==> config.mk <==
export PLATFORM = sky130hd
export DESIGN_NAME = gapless_word_tx
export DESIGN_NICKNAME = d
export VERILOG_FILES = /design/src/rtl/gwt_pkg.sv /design/src/rtl/gwt_prescaler.sv /design/src/rtl/gwt_sequencer.sv /design/src/rtl/gwt_frame_store.sv /design/src/rtl/gwt_shifter.sv /design/src/rtl/gapless_word_tx.sv
export SDC_FILE = /design/constraint.sdc
export NUM_CORES = 1
export LEC_CHECK = 0
export BUFFER_PORTS_ARGS = -buffer_cell sky130_fd_sc_hd__buf_2
export CORE_MARGIN = 2
export CORE_UTILIZATION = 50
export CTS_CLUSTER_SIZE = 8
export DETAILED_ROUTE_END_ITERATION = 16
export GPL_ROUTABILITY_DRIVEN = 0
export PLACE_DENSITY = 0.76
export SKIP_CTS_REPAIR_TIMING = 1
export SLEW_MARGIN = 15
export SYNTH_ARGS = -nofsm -noshare
export SYNTH_HDL_FRONTEND = slang
export SYNTH_SLANG_ARGS = --single-unit
==> constraint.sdc <==
create_clock -name clk -period 2.2 [get_ports clk]
set_input_delay 0.33 -clock clk [delete_from_list [all_inputs] [get_ports clk]]
set_output_delay 0.33 -clock clk [all_outputs]
set_load 0.01 [all_outputs]
==> src/rtl/gwt_pkg.sv <==
package gwt_pkg;
  // Width of an index able to address 'n' items (minimum one bit).
  function automatic int idx_w(input int n);
    return (n > 1) ? $clog2(n) : 1;
  endfunction

  // Position of the active bit inside the frame.
  typedef struct packed {
    logic word_end;
    logic frame_end;
  } gwt_pos_t;
endpackage

==> src/rtl/gwt_prescaler.sv <==
module gwt_prescaler #(
  parameter int CLKS_PER_BIT = 2
) (
  input  logic clk,
  input  logic rst_n,
  output logic bit_stb,
  output logic bit_end
);
  import gwt_pkg::*;
  localparam int PW = idx_w(CLKS_PER_BIT);

  generate
    if (CLKS_PER_BIT == 1) begin : g_full_rate
      assign bit_stb = 1'b1;
      assign bit_end = 1'b1;
    end else begin : g_divided
      logic [PW-1:0] cnt_q;
      always_ff @(posedge clk) begin
        if (!rst_n)       cnt_q <= '0;
        else if (bit_end) cnt_q <= '0;
        else              cnt_q <= cnt_q + 1'b1;
      end
      assign bit_stb = (cnt_q == '0);
      assign bit_end = (cnt_q == PW'(CLKS_PER_BIT - 1));

      // a period's last clock is always followed by a strobe
      p_stb_follows_end_r2: assert property (@(posedge clk) disable iff (!rst_n)
        bit_end |=> bit_stb);
      // no two strobes back to back when the period is longer than a clock
      p_no_double_stb_r2: assert property (@(posedge clk) disable iff (!rst_n)
        bit_stb |=> !bit_stb);
    end
  endgenerate
endmodule

==> src/rtl/gwt_sequencer.sv <==
module gwt_sequencer #(
  parameter int CHANNELS = 8,
  parameter int WORD_W   = 16
) (
  input  logic                                clk,
  input  logic                                rst_n,
  input  logic                                bit_end,
  output logic [gwt_pkg::idx_w(CHANNELS)-1:0] ch_idx,
  output gwt_pkg::gwt_pos_t                   pos,
  output logic                                word_mark,
  output logic                                frame_mark
);
  import gwt_pkg::*;
  localparam int BW = idx_w(WORD_W);
  localparam int CW = idx_w(CHANNELS);
  localparam logic [BW-1:0] LAST_BIT = BW'(WORD_W - 1);
  localparam logic [CW-1:0] LAST_CH  = CW'(CHANNELS - 1);

  logic [BW-1:0] bit_q;
  logic [CW-1:0] ch_q;

  assign pos.word_end  = bit_end && (bit_q == LAST_BIT);
  assign pos.frame_end = pos.word_end && (ch_q == LAST_CH);

  always_ff @(posedge clk) begin
    if (!rst_n) begin
      bit_q <= '0;
      ch_q  <= '0;
    end else if (pos.word_end) begin
      bit_q <= '0;
      ch_q  <= (ch_q == LAST_CH) ? '0 : ch_q + 1'b1;
    end else if (bit_end) begin
      bit_q <= bit_q + 1'b1;
    end
  end

  assign ch_idx     = ch_q;
  assign word_mark  = (bit_q == '0);
  assign frame_mark = word_mark && (ch_q == '0);

  // the end of one word starts the next with the word marker
  p_word_mark_after_end_r5: assert property (@(posedge clk) disable iff (!rst_n)
    pos.word_end |=> word_mark);
  // a frame wrap lands on the frame marker
  p_frame_mark_after_wrap_r6: assert property (@(posedge clk) disable iff (!rst_n)
    pos.frame_end |=> frame_mark);
  // a non-final word end never lands on the frame marker
  p_no_mid_frame_mark_r6: assert property (@(posedge clk) disable iff (!rst_n)
    (pos.word_end && !pos.frame_end) |=> !frame_mark);
endmodule

==> src/rtl/gwt_frame_store.sv <==
module gwt_frame_store #(
  parameter int CHANNELS = 8,
  parameter int WORD_W   = 16
) (
  input  logic                                clk,
  input  logic                                rst_n,
  input  logic                                frm_valid,
  input  logic [CHANNELS*WORD_W-1:0]          frm_data,
  input  logic [gwt_pkg::idx_w(CHANNELS)-1:0] ch_idx,
  input  gwt_pkg::gwt_pos_t                   pos,
  output logic                                frm_ready,
  output logic [WORD_W-1:0]                   next_word
);
  import gwt_pkg::*;
  localparam int CW = idx_w(CHANNELS);
  localparam int FW = CHANNELS * WORD_W;
  localparam logic [CW-1:0] LAST_CH = CW'(CHANNELS - 1);

  logic [FW-1:0]     frame_q;
  logic [WORD_W-1:0] words [CHANNELS];
  logic [CW-1:0]     next_idx;
  logic              accept;

  generate
    for (genvar c = 0; c < CHANNELS; c++) begin : g_unpack
      assign words[c] = frame_q[c*WORD_W +: WORD_W];
    end
  endgenerate

  assign frm_ready = pos.frame_end;
  assign accept    = frm_valid && frm_ready;
  assign next_idx  = (ch_idx == LAST_CH) ? '0 : ch_idx + 1'b1;

  always_comb begin
    if (pos.frame_end)
      next_word = accept ? frm_data[WORD_W-1:0] : words[0];
    else
      next_word = words[next_idx];
  end

  always_ff @(posedge clk) begin
    if (!rst_n)      frame_q <= '0;
    else if (accept) frame_q <= frm_data;
  end

  // the stored frame changes only through a transfer
  p_frame_held_r8: assert property (@(posedge clk) disable iff (!rst_n)
    !accept |=> $stable(frame_q));
  // a transfer stores the offered frame
  p_frame_captured_r7: assert property (@(posedge clk) disable iff (!rst_n)
    accept |=> (frame_q == $past(frm_data)));
endmodule

==> src/rtl/gwt_shifter.sv <==
module gwt_shifter #(
  parameter int WORD_W = 16
) (
  input  logic              clk,
  input  logic              rst_n,
  input  logic              bit_end,
  input  logic              word_end,
  input  logic [WORD_W-1:0] next_word,
  output logic              ser_bit
);
  logic [WORD_W-1:0] sh_q;

  always_ff @(posedge clk) begin
    if (!rst_n)        sh_q <= '0;
    else if (word_end) sh_q <= next_word;
    else if (bit_end)  sh_q <= {sh_q[WORD_W-2:0], 1'b0};
  end

  assign ser_bit = sh_q[WORD_W-1];

  // the output bit holds until a period ends
  p_bit_held_r3: assert property (@(posedge clk) disable iff (!rst_n)
    !bit_end |=> $stable(ser_bit));
  // the first bit after a reload is the new word's MSB
  p_msb_first_r4: assert property (@(posedge clk) disable iff (!rst_n)
    word_end |=> (ser_bit == $past(next_word[WORD_W-1])));
endmodule

==> src/rtl/gapless_word_tx.sv <==
module gapless_word_tx #(
  parameter int CHANNELS     = 8,
  parameter int WORD_W       = 16,
  parameter int CLKS_PER_BIT = 2
) (
  input  logic                       clk,
  input  logic                       rst_n,
  input  logic                       frm_valid,
  input  logic [CHANNELS*WORD_W-1:0] frm_data,
  output logic                       frm_ready,
  output logic                       bit_clk_en,
  output logic                       ser_bit,
  output logic                       word_mark,
  output logic                       frame_mark
);
  import gwt_pkg::*;
  localparam int CW = idx_w(CHANNELS);

  logic              bit_end;
  logic [CW-1:0]     ch_idx;
  gwt_pos_t          pos;
  logic [WORD_W-1:0] next_word;

  gwt_prescaler #(.CLKS_PER_BIT(CLKS_PER_BIT)) u_presc (
    .clk(clk), .rst_n(rst_n), .bit_stb(bit_clk_en), .bit_end(bit_end));

  gwt_sequencer #(.CHANNELS(CHANNELS), .WORD_W(WORD_W)) u_seq (
    .clk(clk), .rst_n(rst_n), .bit_end(bit_end), .ch_idx(ch_idx), .pos(pos),
    .word_mark(word_mark), .frame_mark(frame_mark));

  gwt_frame_store #(.CHANNELS(CHANNELS), .WORD_W(WORD_W)) u_store (
    .clk(clk), .rst_n(rst_n), .frm_valid(frm_valid), .frm_data(frm_data),
    .ch_idx(ch_idx), .pos(pos), .frm_ready(frm_ready), .next_word(next_word));

  gwt_shifter #(.WORD_W(WORD_W)) u_shift (
    .clk(clk), .rst_n(rst_n), .bit_end(bit_end), .word_end(pos.word_end),
    .next_word(next_word), .ser_bit(ser_bit));

  // the clock after the ready window starts a new frame on a strobe
  p_ready_then_frame_r7: assert property (@(posedge clk) disable iff (!rst_n)
    frm_ready |=> (frame_mark && bit_clk_en));
  // the frame marker only ever accompanies the word marker
  p_frame_within_word_r6: assert property (@(posedge clk) disable iff (!rst_n)
    frame_mark |-> word_mark);
  // markers keep their value between strobes
  p_marks_held_r3: assert property (@(posedge clk) disable iff (!rst_n)
    !bit_end |=> ($stable(word_mark) && $stable(frame_mark)));
endmodule

==> results of run 1 <==
[routing by layer]
layer  track usage  up-vias  wire length (um)
met1         0.388     3148              9200
li1              -     3317                 -
met2         0.402      321              8810
met5             0        -                 0
met4         0.112        0               626
met3        0.0582       42              1770
[worst max-delay path, stage by stage, from the launching register on]
cell and delay, ns:
dfxtp_2 0.38, ha_1 0.16, ha_2 0.25, buf_12 0.23, and2_4 0.20, buf_2 0.12
[layout by cell type (no fill, tap or decap), types with 4 or more instances in the layout]
| master | n |
|---|---|
| a21o_1 | 12 |
| nor2_1 | 5 |
| a41oi_1 | 5 |
| o31a_1 | 4 |
| o221ai_1 | 12 |
| or3b_1 | 9 |
| mux2i_1 | 45 |
| a21oi_1 | 154 |
| o21ai_0 | 36 |
| or3b_2 | 27 |
| nand2_1 | 264 |
| a311oi_1 | 15 |
| o21bai_1 | 4 |
| buf_4 | 13 |
| dfxtp_1 | 151 |
| a221o_1 | 15 |
| clkinv_2 | 5 |
| ha_1 | 4 |
| clkbuf_16 | 17 |
| o21a_1 | 12 |
| buf_2 | 135 |
| a31oi_1 | 10 |
| buf_12 | 9 |
| inv_1 | 5 |
[final timing paths]
check	end	slack, ns	cells past startpoint
setup / recovery	frm_ready	0.07	5
hold / removal	u_store.frame_q[111]	0.13	3
setup reg to reg	u_shift.sh_q[5]	0.13	7
hold reg to reg	u_store.frame_q[122]	0.45	2
[registers in the layout, summed over array words and instances, names as in the netlist]
| signal | flops |
|---|---|
| u_store.frame_q | 128 |
| u_shift.sh_q | 16 |
| u_presc.bit_end | 1 |
| u_seq.ch_idx | 3 |
| u_seq.bit_q | 4 |
[through the flow]
stage	hold slack [ns]	worst slack [ns]
after floorplan	0.431	0.0779
after global placement	0.440	0.158
after detailed placement	0.442	0.0821
after CTS	0.125	0.0221
after global routing	0.129	0.00441
final	0.130	0.0704
[report_power, final]
group	internal, W	switching, W
registers	0.00276	0.00000558
logic	0.000124	0.000137
clock network	0.00169	0.00116
total	0.00457	0.00130
[cell type report]
cell class	instances	area, um2
tap	180	225
fill	1261	5440
clock buffer	19	443
timing repair buffer	158	965
multi-input combinational	656	3720
sequential	152	3040
clock inverter	12	129
inverter	6	23.8
[kinds of logic (layout without fill, tap and decap cells)]
kind of cell / Yosys count / count (layout) / synth area share
mux: 45 / 45 / 0.0626
compound gates: 282 / 282 / 0.238
fa+ha+maj: 5 / 5 / 0.00870
buf+inv: 89 / 195 / 0.0638
simple gates: 321 / 321 / 0.201
xor+xnor: 3 / 3 / 0.00365
flops: 152 / 152 / 0.423
==> flow_summary.ini, run 1 <==
[routing]
wire_per_inst_um = 17.2
viasPerCell = 5.77
drc = 0
vias = 6828
drtIter0Drc = 806
routed_wl_um = 20400
first_pass_iters = 5
ant_nets = 0

[sta]
max_freq_mhz = 470
setup_tns_ns = 0
report.final.slew_viol_count = 0
finalHoldViolCount = 0
setup_viol = 0
maxSlewHeadroom = 0.643
fin_skew_ns = 0.00796
worst_slew_pin_slew_ns = 0.534
min_period_ns = 2.13
rsz0062_at_grt = no
fin_crit_sh = 0.968

[setup_path]
crit_path_start = u_seq.ch_idx[0]
cp-start-kind = register
crit_fanout = 57
timing.rr.start = u_seq.ch_idx[0]
path_class = reg2out
worstSetupEndpointType = output port
crit_arrival_ns = 1.80
required_ns = 1.87

[yosys]
yosysTopAreaCellShare = 0.423
synthDistinctLibCells = 41
ys_warn_count = 0
synth_seq_area_share = 0.423
synth_nets = 1033
synth_area_um2 = 7190
async_flop_share = 0
synth_edf_count = 0
synthCells = 897
yosys_most_used_dff = dfxtp_1
synth.area.top_cells = dfxtp_1 (42%), nand2_1 (14%), a21oi_1 (11%), mux2i_1 (6.3%), or3b_2 (3.3%)
synth_seq_cells = 152
synth_common_cells = nand2_1 (265), a21oi_1 (154), dfxtp_1 (152)
yosysMostFrequentCell = nand2_1
syn_area_per_cell_um2 = 8.02
synth_largest_area_cell = dfxtp_1

[global_routing]
gr-usage-all-layers = 0.273
grt_pass1_vias = 6109
grt_pass1_wl_um = 32000
grt_max_degree = 86
grt_remaining_overflow = 0
antenna_found_initial = 0

[pwr]
power_density_nw_per_um2 = 687
ir_drop_v = 0.000561
p_leak_nw = 3.15
power_w = 0.00587

[die]
start_util = 0.514
die_h_um = 124
dieArea_um2 = 15400
die_w_um = 124
core_um2 = 14000
ioPinCount = 136
row_count = 43

[status]
outcome = finished, final reports clean

[cts]
cts_tree = yes
cts_made_buffers = 17
cts_sinks = 152
cts_buffer_depth = 2
worstSkewPairLatency_ns = 0.43
htreeDepth = 4
root_buffer = clkbuf_16
path_clk_slew_ns = 0.06

[layout]
fin_area_um2 = 8550
num-nets-final = 1127
fin_util = 0.611
syn_to_final_growth_pct = 18.8
stdcell_count = 1183
antennaDiodeCount = 0
drive_above_1_share = 0.225

[hold_path]
hold_class = in2reg
hold_start = frm_data[111]

[placed_design]
hpwl_um = 14200
place_inst = 1152
portBuffers = 135
placed_area_um2 = 7970

[flow_run]
maxCapViolations = 0
Power figures use the tool's default switching activity.
==> run 2: changes to the inputs <==
--- a/config.mk
+++ b/config.mk
@@ -6,8 +6,9 @@
 export NUM_CORES = 1
 export LEC_CHECK = 0
 export BUFFER_PORTS_ARGS = -buffer_cell sky130_fd_sc_hd__buf_2
-export CORE_MARGIN = 2
-export CORE_UTILIZATION = 50
+export CELL_PAD_IN_SITES_DETAIL_PLACEMENT = 2
+export CELL_PAD_IN_SITES_GLOBAL_PLACEMENT = 2
+export CORE_UTILIZATION = 29
 export CTS_CLUSTER_SIZE = 8
 export DETAILED_ROUTE_END_ITERATION = 16
 export GPL_ROUTABILITY_DRIVEN = 0
==> run 2 against run 1 <==
Sequential share of layout area fell by 1.1 points. Register-to-register slack barely moved. Largest cell class unchanged. Total power fell by 0.69%. Sequential power barely moved. Critical path type unchanged. Via count rose by 0.47%. Clock power fell by 2%. Highest routed layer unchanged. Cell area rose by 3.4%.
==> flow_summary.ini, run 2 (same netlist as run 1, synthesis figures left out) <==
[sta]
setup_tns_ns = 0
worst_slew_pin_slew_ns = 0.608
max_freq_mhz = 476
setup_viol = 0
fin_skew_ns = 0.0140
maxSlewHeadroom = 0.594
rsz0062_at_grt = no
finalHoldViolCount = 0
fin_crit_sh = 0.954
report.final.slew_viol_count = 0
min_period_ns = 2.10
fin_ws_ns = 0.101

[placed_design]
placed_area_um2 = 8250
preCtsSetupSlack_ns = 0.136
hpwl_um = 19700
portBuffers = 135

[cts]
path_clk_slew_ns = 0.07
cts_sinks = 152
root_buffer = clkbuf_16
cts_tree = yes
cts_made_buffers = 17
cts_buffer_depth = 2
htreeDepth = 4
worstSkewPairLatency_ns = 0.44

[layout]
final_common_cell = nand2_1
regMostFlops = u_store.frame_q
largestRegisters = u_store.frame_q (128), u_shift.sh_q (16), u_seq.bit_q (4)
syn_to_final_growth_pct = 22.8
drive_above_1_share = 0.235
seqCellArea_um2 = 3050
n_fill_cell = 2830
antennaDiodeCount = 0
final_cell_mix = nand2_1 (265), a21oi_1 (154), dfxtp_1 (150), buf_2 (135), mux2i_1 (45)
multiInputGateArea_um2 = 3720
fin_area_um2 = 8830
num-nets-final = 1138
largest_reg_flops = 128

[setup_path]
crit_fanout = 8
cp-start-kind = register
path_class = reg2out
required_ns = 1.87
crit_arrival_ns = 1.77
worstSetupEndpointType = output port

[die]
core_um2 = 24300
start_util = 0.296
row_count = 57
die_w_um = 160
dieArea_um2 = 25400
die_h_um = 160
ioPinCount = 136

[routing]
first_pass_iters = 4
vias = 6860
ant_nets = 0
wire_per_inst_um = 20.1
viasPerCell = 5.12
drtIter0Drc = 302
drc = 0
routed_wl_um = 27000

[global_routing]
grt_pass1_wl_um = 42000
grt_pass1_vias = 7306
grt_max_degree = 49
antenna_found_initial = 0
gr-usage-all-layers = 0.214
grt_remaining_overflow = 0

[pwr]
p_leak_nw = 3.21
power_w = 0.00583
power_density_nw_per_um2 = 660
ir_drop_v = 0.000384

[status]
outcome = finished, final reports clean

[flow_run]
maxCapViolations = 0

[hold_path]
hold_class = in2reg
run 2: changes by cell type in the layout (fill, tap and decap cells not counted), sizes merged:
cell | previous run | this run
bufinv | 2 | 0
buf | 158 | 169
clkbuf | 19 | 18
clkinv | 8 | 5
inv | 5 | 12
run 2: path summary, 6_finish.rpt:
kind | from | endpoint | slack, ns | cells past startpoint
worst max-delay path | u_seq.bit_q[1] | frm_ready | 0.10 | 5
worst min-delay path | frm_data[107] | u_store.frame_q[107] | 0.13 | 3
worst max register to register | u_seq.ch_idx[0] | u_shift.sh_q[4] | 0.13 | 6
worst min register to register | u_store.frame_q[49] | u_store.frame_q[49] | 0.46 | 2
run 2: per-stage QoR:
stage,instances,util,hold WS [ns]
2_1_floorplan,897,-,0.431
6_report,1339,0.363,0.130
3_5_place_dp,1305,0.339,0.450
5_1_grt,1339,0.363,0.133
4_1_cts,1337,0.362,0.121
3_3_place_gp,1305,0.339,0.443
run 2: cell type report:
class,instances,area share
repair buffers,169,0.122
clock buffers,18,0.0497
clock inverters,14,0.0129
inverters,6,0.00269
flip-flops and latches,152,0.345
well taps,324,0.0459
multi-input cells,656,0.422
run 2: power by group:
| group | leakage [nW] | switching (W) | total [W] | internal, W |
|---|---|---|---|---|
| Sequential | 1.22 | 0.00000511 | 0.00276 | 0.00276 |
| Clock | 0.266 | 0.00130 | 0.00280 | 0.00150 |
| Combinational | 1.71 | 0.000148 | 0.000271 | 0.000123 |
| Total | 3.21 | 0.00145 | 0.00583 | 0.00438 |
run 2: routing by layer:
metal,track usage,up-vias,wire length (um)
met4,0.0629,0,487
met5,0,-,0
met3,0.0344,22,971
met2,0.346,151,12400
li1,-,3340,-
met1,0.294,3347,13100
run 2: worst max-delay path: stages (launching register included):
cell and delay [ns]:
dfxtp_1 0.38, ha_1 0.21, and4_4 0.25, buf_4 0.19, and2_4 0.18, buf_2 0.13
